## config.mk

```make
export PLATFORM = sky130hd
export DESIGN_NAME = sram_stage_sched
export DESIGN_NICKNAME = d
export VERILOG_FILES = /design/src/rtl/sched_pkg.sv /design/src/rtl/stage_rotor.sv /design/src/rtl/pixel_frame_ctr.sv /design/src/rtl/sram_port_mux.sv /design/src/rtl/sram_stage_sched.sv
export SDC_FILE = /design/constraint.sdc
export NUM_CORES = 1
export LEC_CHECK = 0
export BUFFER_PORTS_ARGS = -buffer_cell sky130_fd_sc_hd__buf_2
export CAP_MARGIN = 25
export CORE_MARGIN = 3
export CORE_UTILIZATION = 44
export CTS_BUF_LIST = sky130_fd_sc_hd__clkbuf_8
export DETAILED_ROUTE_END_ITERATION = 8
export PLACE_DENSITY = 0.86
export SYNTH_ARGS = -nofsm -noshare
export SYNTH_HDL_FRONTEND = slang
export SYNTH_HIERARCHICAL = 1
export SYNTH_SLANG_ARGS = --single-unit
```

## constraint.sdc

```tcl
create_clock -name clk -period 3.77 [get_ports clk]
set_clock_uncertainty 0.05 [all_clocks]
set_input_delay 0.5655 -clock clk [delete_from_list [all_inputs] [get_ports clk]]
set_output_delay 0.5655 -clock clk [all_outputs]
set_load 0.01 [all_outputs]
```

## src/rtl/sched_pkg.sv

```systemverilog
package sched_pkg;
  localparam int NSTG  = 3;
  localparam int RGN_W = 3;
  typedef logic [1:0] stg_t;
  typedef enum logic [RGN_W-1:0] {
    RGN_INPUT   = 3'd0,
    RGN_SMOOTH5 = 3'd1,
    RGN_SMOOTH3 = 3'd2,
    RGN_LABEL   = 3'd3,
    RGN_EDGE    = 3'd4
  } rgn_e;
endpackage

```

## src/rtl/stage_rotor.sv

```systemverilog
module stage_rotor
  import sched_pkg::*;
(
  input  logic            clk,
  input  logic            rst,
  input  logic [NSTG-1:0] done,
  output stg_t            grant,
  output logic [NSTG-1:0] start,
  output logic            pass_end
);
  logic pend;
  logic take;

  assign take     = done[grant];
  assign pass_end = take && (grant == stg_t'(NSTG - 1));

  always_ff @(posedge clk) begin
    if (rst) begin
      grant <= '0;
      pend  <= 1'b1;
    end else begin
      pend <= take;
      if (take) grant <= (grant == stg_t'(NSTG - 1)) ? '0 : stg_t'(grant + 2'd1);
    end
  end

  always_comb begin
    start = '0;
    if (pend) start[grant] = 1'b1;
  end

  assert_hold_R2: assert property (@(posedge clk) disable iff (rst)
    !done[grant] |=> $stable(grant));
  assert_step_R2: assert property (@(posedge clk) disable iff (rst)
    done[grant] |=> grant == (($past(grant) == stg_t'(NSTG - 1)) ? stg_t'(0) : stg_t'($past(grant) + 2'd1)));
  assert_start_after_move_R3: assert property (@(posedge clk) disable iff (rst)
    done[grant] |=> $onehot(start));
  assert_start_quiet_R3: assert property (@(posedge clk) disable iff (rst)
    !done[grant] |=> start == '0);
endmodule

```

## src/rtl/pixel_frame_ctr.sv

```systemverilog
module pixel_frame_ctr #(
  parameter int PIX_COUNT = 10000,
  parameter int PW        = 14,
  parameter int FRAMES_OK = 3,
  localparam int FW       = $clog2(FRAMES_OK + 1)
) (
  input  logic          clk,
  input  logic          rst,
  input  logic          adv,
  output logic [PW-1:0] pix,
  output logic          frame_done,
  output logic          results_valid
);
  localparam logic [PW-1:0] LAST = PW'(PIX_COUNT - 1);
  logic [FW-1:0] fcnt;

  always_ff @(posedge clk) begin
    if (rst) begin
      pix           <= '0;
      fcnt          <= '0;
      frame_done    <= 1'b0;
      results_valid <= 1'b0;
    end else begin
      frame_done <= 1'b0;
      if (adv) begin
        if (pix == LAST) begin
          pix        <= '0;
          frame_done <= 1'b1;
          if (fcnt != FW'(FRAMES_OK)) fcnt <= fcnt + 1'b1;
          if (fcnt == FW'(FRAMES_OK - 1)) results_valid <= 1'b1;
        end else begin
          pix <= pix + 1'b1;
        end
      end
    end
  end

  assert_hold_R4: assert property (@(posedge clk) disable iff (rst)
    !adv |=> $stable(pix));
  assert_wrap_R5: assert property (@(posedge clk) disable iff (rst)
    (adv && pix == LAST) |=> (pix == '0) && frame_done);
  assert_fd_pulse_R5: assert property (@(posedge clk) disable iff (rst)
    frame_done |=> !frame_done);
  assert_sticky_R6: assert property (@(posedge clk) disable iff (rst)
    results_valid |=> results_valid);
  assert_rise_on_wrap_R6: assert property (@(posedge clk) disable iff (rst)
    $rose(results_valid) |-> frame_done);
endmodule

```

## src/rtl/sram_port_mux.sv

```systemverilog
module sram_port_mux
  import sched_pkg::*;
#(
  parameter int PW     = 14,
  parameter int ADDR_W = 16,
  parameter int DW     = 8,
  parameter logic [ADDR_W-1:0] BASE_INPUT   = '0,
  parameter logic [ADDR_W-1:0] BASE_SMOOTH5 = '0,
  parameter logic [ADDR_W-1:0] BASE_SMOOTH3 = '0,
  parameter logic [ADDR_W-1:0] BASE_LABEL   = '0,
  parameter logic [ADDR_W-1:0] BASE_EDGE    = '0
) (
  input  stg_t                 grant,
  input  logic [NSTG-1:0]      valid,
  input  logic [NSTG-1:0]      we,
  input  logic [NSTG*RGN_W-1:0] region,
  input  logic [NSTG*PW-1:0]   off,
  input  logic [NSTG*DW-1:0]   wdata,
  output logic [NSTG-1:0]      ready,
  output logic                 m_en,
  output logic                 m_we,
  output logic [ADDR_W-1:0]    m_addr,
  output logic [DW-1:0]        m_wdata
);
  logic [RGN_W-1:0]  sel_rgn;
  logic [PW-1:0]     sel_off;
  logic [ADDR_W-1:0] base;
  logic              rgn_ok;

  for (genvar i = 0; i < NSTG; i++) begin : g_ready
    assign ready[i] = (grant == stg_t'(i));
  end

  assign sel_rgn = region[grant*RGN_W +: RGN_W];
  assign sel_off = off[grant*PW +: PW];

  always_comb begin
    rgn_ok = 1'b1;
    case (sel_rgn)
      RGN_INPUT:   base = BASE_INPUT;
      RGN_SMOOTH5: base = BASE_SMOOTH5;
      RGN_SMOOTH3: base = BASE_SMOOTH3;
      RGN_LABEL:   base = BASE_LABEL;
      RGN_EDGE:    base = BASE_EDGE;
      default: begin
        base   = '0;
        rgn_ok = 1'b0;
      end
    endcase
  end

  assign m_en    = valid[grant] & rgn_ok;
  assign m_we    = m_en & we[grant];
  assign m_addr  = base + ADDR_W'(sel_off);
  assign m_wdata = wdata[grant*DW +: DW];
endmodule

```

## src/rtl/sram_stage_sched.sv

```systemverilog
module sram_stage_sched
  import sched_pkg::*;
#(
  parameter int PIX_COUNT = 10000,
  parameter int ADDR_W    = 16,
  parameter int DW        = 8,
  parameter logic [ADDR_W-1:0] BASE_INPUT   = ADDR_W'(0),
  parameter logic [ADDR_W-1:0] BASE_SMOOTH5 = ADDR_W'(PIX_COUNT),
  parameter logic [ADDR_W-1:0] BASE_SMOOTH3 = ADDR_W'(2 * PIX_COUNT),
  parameter logic [ADDR_W-1:0] BASE_LABEL   = ADDR_W'(3 * PIX_COUNT),
  parameter logic [ADDR_W-1:0] BASE_EDGE    = ADDR_W'(4 * PIX_COUNT),
  localparam int PW = $clog2(PIX_COUNT)
) (
  input  logic                   clk,
  input  logic                   rst,
  output logic [PW-1:0]          pix_idx,
  output logic [2:0]             stg_start,
  input  logic [2:0]             stg_done,
  input  logic [2:0]             stg_req_valid,
  output logic [2:0]             stg_req_ready,
  input  logic [2:0]             stg_req_we,
  input  logic [8:0]             stg_req_region,
  input  logic [3*PW-1:0]        stg_req_off,
  input  logic [3*DW-1:0]        stg_req_wdata,
  output logic                   sram_en,
  output logic                   sram_we,
  output logic [ADDR_W-1:0]      sram_addr,
  output logic [DW-1:0]          sram_wdata,
  output logic                   frame_done,
  output logic                   results_valid
);
  stg_t grant;
  logic pass_end;

  stage_rotor u_rotor (
    .clk(clk), .rst(rst), .done(stg_done),
    .grant(grant), .start(stg_start), .pass_end(pass_end)
  );

  pixel_frame_ctr #(.PIX_COUNT(PIX_COUNT), .PW(PW), .FRAMES_OK(3)) u_ctr (
    .clk(clk), .rst(rst), .adv(pass_end),
    .pix(pix_idx), .frame_done(frame_done), .results_valid(results_valid)
  );

  sram_port_mux #(
    .PW(PW), .ADDR_W(ADDR_W), .DW(DW),
    .BASE_INPUT(BASE_INPUT), .BASE_SMOOTH5(BASE_SMOOTH5), .BASE_SMOOTH3(BASE_SMOOTH3),
    .BASE_LABEL(BASE_LABEL), .BASE_EDGE(BASE_EDGE)
  ) u_mux (
    .grant(grant), .valid(stg_req_valid), .we(stg_req_we), .region(stg_req_region),
    .off(stg_req_off), .wdata(stg_req_wdata), .ready(stg_req_ready),
    .m_en(sram_en), .m_we(sram_we), .m_addr(sram_addr), .m_wdata(sram_wdata)
  );

  assert_ready_onehot_R2: assert property (@(posedge clk) disable iff (rst)
    $onehot(stg_req_ready));
  assert_only_granted_R7: assert property (@(posedge clk) disable iff (rst)
    ((stg_req_valid & stg_req_ready) == 3'b000) |-> !sram_en);
  assert_we_needs_en_R8: assert property (@(posedge clk) disable iff (rst)
    sram_we |-> sram_en);
  assert_start_is_granted_R3: assert property (@(posedge clk) disable iff (rst)
    (stg_start & ~stg_req_ready) == 3'b000);
endmodule

```

==> flow_results.org <==
** Place
- Dpl cells :: ~450
- Number of I/O port buffers :: roughly 130
- Estimated wirelength of the detail-placed design :: around 5300 um
- Routability Congestion :: ~0.9

** Global route
- Overall global routing resource usage :: 20.8%
- The initial antenna violation count is 0.
- After global routing the overflow that remains totals 0.
- Vias in the first global route :: between 2000 and 2500
- Maximum number of pins on one net before global-route repair :: 24
- Wire length of the first global-routing pass :: 9340 um

** Floorplanning
- Full die area :: 5580 um2
- 134 I/O pins were placed.
- Horizontal die dimension :: around 75 um
- The floorplan has 24 rows.
- Placeable core region :: between 4000 and 5000 um2
- Vertical extent of the die :: ~75 um
- Once the floorplan was initialized, standard cells occupied 46.8% of the core.

** Pwr
- Dividing total power by cell area gives a power density of slightly below 300 nW/um2.
- Summed over all cells, the static leakage comes to roughly 1.4 nW.
- IR analysis of the VDD net gives a maximum drop of roughly 370 uV.

** Critical path
- R2R depth :: 6
- The worst setup path is launched from a flop.
- The most critical setup path has its startpoint at u_rotor/grant[1].
- For the worst setup path, the data arrival time is slightly below 3 ns.
- The critical path is of the flop to output pin type.
- The worst setup path is captured at an output pin.
- The worst register-to-register path has a setup slack of 1.30 ns.
- Worst R2R Start :: u_rotor/grant[1]
- At the worst endpoint, the required time is 3.15 ns.
- Along the worst path, the maximum fanout reaches 12.
- R2r endpoint :: u_ctr/pix[6]

** CTS
- Clock input transition at the sequential cells of the worst setup and hold paths :: 0.09 ns
- After clock tree synthesis, the repair step resized 0 gates.
- Post-CTS setup repair buffer count :: 0
- TritonCTS built the clock tree.
- The tree is rooted in a clkbuf_8.
- Buffers inserted to repair hold after CTS numbered 0.
- TritonCTS created 3 clock buffers.
- Max Root-Sink Buffers :: 2
- # H-tree levels :: 1
- Clock latency on the worst-skew pair, taken at its later pin, is 0.27 ns.
- Count of clock tree sinks :: 21

** Hold path
- The path class of the tightest hold or removal check is flop to flop.
- The startpoint identified for the worst hold timing path is u_ctr/results_valid.
- Number of cells traversed by the worst hold path :: 2
- The path with the worst hold slack has its endpoint at u_ctr/results_valid.

** Logic synthesis
- Simple-gate area share of the yosys netlist :: 25.8%
- The synthesized design contains 21 register bits.
- For this run, the number of Yosys warnings is 6.
- By area, the combinational part of the netlist is dominated by simple AND/OR/NAND/NOR gates.
- Area share of the leading cell type in the synthesized netlist :: 20.2%
- After Yosys synthesis, XOR and XNOR cells account for between 10 and 15% of the synthesized area.
- Gate count of the mapped netlist :: 266
- Synth cell types :: 48
- Yosys attributes the largest share of cell area to dfxtp_1 20%, mux2i_1 14%, ha_1 7.8%.
- When the netlist entered floorplanning its net count stood at approximately 370.
- Cell type contributing the most total cell area after synthesis :: dfxtp_1
- FFs w/ async S/R, synth :: 0%
- After synthesis the cells add up to ~2100 um2.
- Sequential share of the synthesized area :: roughly a fifth
- Synth Area in Compound Gates :: 15.7%
- Of the post-synthesis cell area, the part taken by muxes is around 14%.
- Per-instance average area after synthesis :: ~7.8 um2
- Yosys mapped a number of flops with a built-in enable equal to 0.
- Among all flip-flop cells after synthesis, the most frequent one is dfxtp_1.
- Summing the areas of all fa, ha and maj instances in the mapped netlist gives roughly 8.8% of the synthesized area.

** Outcome
- Result of the run :: completed

** Drt
- The first detailed-routing pass ran for 5 iterations.
- Using the TritonRoute via totals, the vias-per-cell ratio works out to 5.44.
- Per-cell routed wire length :: 14.6 um
- The routed design has 6540 um of wire.
- Violation count after the first detailed-routing iteration :: 131
- After detailed routing, the number of remaining DRC violations is 0.
- Across all layers, the routed design uses 2443 vias.
- DRT antenna net count :: 0

** STA
- The smallest clock period supported by the final layout is computed as between 3 and 4 ns.
- Portion of the clock cycle consumed by the worst path in the final layout :: a little over nine tenths
- Setup violations remaining at the end of the flow were counted as 0.
- Upper clock frequency limit :: approximately 280 MHz
- Setup repair after global routing could not meet its margin everywhere.
- Total Neg Setup Slack :: 0 ns
- Final Hold Viols :: 0
- Hold timing on the final database bottoms out at a slack of between 0.4 and 0.5 ns.
- The worst pin sits at a relative slew slack of slightly below 70%.
- Least-Margin Pin Slew :: between 0.4 and 0.5 ns
- Number of max-slew violations in the final report :: 0

** Cells and area
- Proportion of layout cells with a drive suffix above 1 :: roughly 40%
- From synthesis to final layout, the design area changed by 36.7%.
- The number of antenna diodes in the final layout is 0.
- The final layout contains between 400 and 500 nets.
- Final cell count without fillers :: approximately 450
- The layout has 381 filler cells.

** Job
- The tool flagged a number of max-cap violations equal to 0.
-- critical path, stage by stage, from the launching register on --
cell	delay, ns
dfxtp_4	0.46
mux2i_1	0.21
o2bb2ai_1	0.19
nor3_1	0.42
ha_1	0.35
a21oi_1	0.16
nand2_1	0.11
a31oi_1	0.28
o21bai_1	0.14
a31o_1	0.24
buf_2	0.13
-- cell families (layout without fill, tap and decap cells) --
logic type,after synthesis,after routing
adders and majority gates,14,14
buffers and inverters,20,151
AOI/OAI and AO/OA,51,51
muxes,30,30
DFF,21,21
and+or+nand+nor,106,106
xor gates and xnor gates,24,24
-- layout by cell type, fill, tap and decap left out, types with 6 or more instances in the layout --
master,Yosys,routed
buf_2,4,133
nand2_1,32,32
mux2i_1,30,30
nor2_1,26,26
o21ai_1,24,25
dfxtp_1,21,20
ha_1,13,13
xor2_1,12,12
xnor2_1,12,12
nand4_1,9,9
a21oi_1,9,9
buf_4,0,7
nand3_1,7,7
inv_1,6,6
nor3_1,6,6
-- per-stage QoR --
stage | util [%] | cell area, um2 | power (mW) | setup WS (ns)
after detailed placement | 62.8 | 2790 | 0.687 | 0.346
after global routing | 63.9 | 2840 | 0.899 | -0.0285
after CTS | 63.9 | 2840 | 0.844 | 0.0954
final | 63.9 | 2840 | 0.840 | 0.187
after global placement | 62.8 | 2790 | 0.674 | 0.463
after floorplan | - | 2080 | 0.516 | 0.558
-- area by class of cell --
class	instances	area, um2	share of cell area (%)
Sequential cell	21	424	14.9
Timing Repair Buffer	140	718	25.3
Clock inverter	1	7.51	0.264
Multi-Input combinational cell	225	1560	54.8
Inverter	7	26.3	0.925
Tap cell	52	65.1	2.29
Clock buffer	3	41.3	1.45
-- flip-flops by register name, summed over array words and instances, names as in the netlist --
signal and cells:
u_rotor/pend 1, u_ctr/fcnt 2, u_rotor/grant 2, u_ctr/frame_done 1, u_ctr/results_valid 1, u_ctr/pix 14
-- how the worst max path moves through the flow --
stage | depth (start not counted) | to | slack, ns
2_1_floorplan | 13 | sram_addr[14] | 0.56
4_1_cts | 10 | sram_addr[15] | 0.1
3_3_place_gp | 13 | sram_addr[14] | 0.46
5_1_grt | 10 | sram_addr[15] | -0.03
6_report | 10 | sram_addr[15] | 0.19
3_5_place_dp | 11 | sram_addr[15] | 0.35
-- per-layer routing --
metal	global-route usage (%)	part of all wire, %
met4	3.75	1.4
met2	40.2	51
met5	0	0
met3	5.74	8.8
met1	22.7	39
-- synthesized netlist by cell type (2+ instances only) --
cell type	number
and3_1	2
xor2_1	12
buf_2	4
nor3_1	6
buf_1	2
xnor2_1	12
nand3_1	7
nor4_1	5
nor2b_1	3
buf_6	3
and3_2	2
o21ai_1	24
mux2i_1	30
inv_1	6
o21ai_0	4
ha_1	13
nand4_1	9
nand2b_1	2
a21oi_1	9
nand2_1	32
a21o_1	3
clkbuf_1	4
dfxtp_1	21
nor2_1	26
and2_1	2
-- report_power, final --
part	leakage (nW)	switching, mW	internal (mW)
sequential	0.171	0.00496	0.224
clock	0.0217	0.0810	0.0747
combinational	1.19	0.252	0.203
Note: power is estimated with default switching activity, not from simulation.
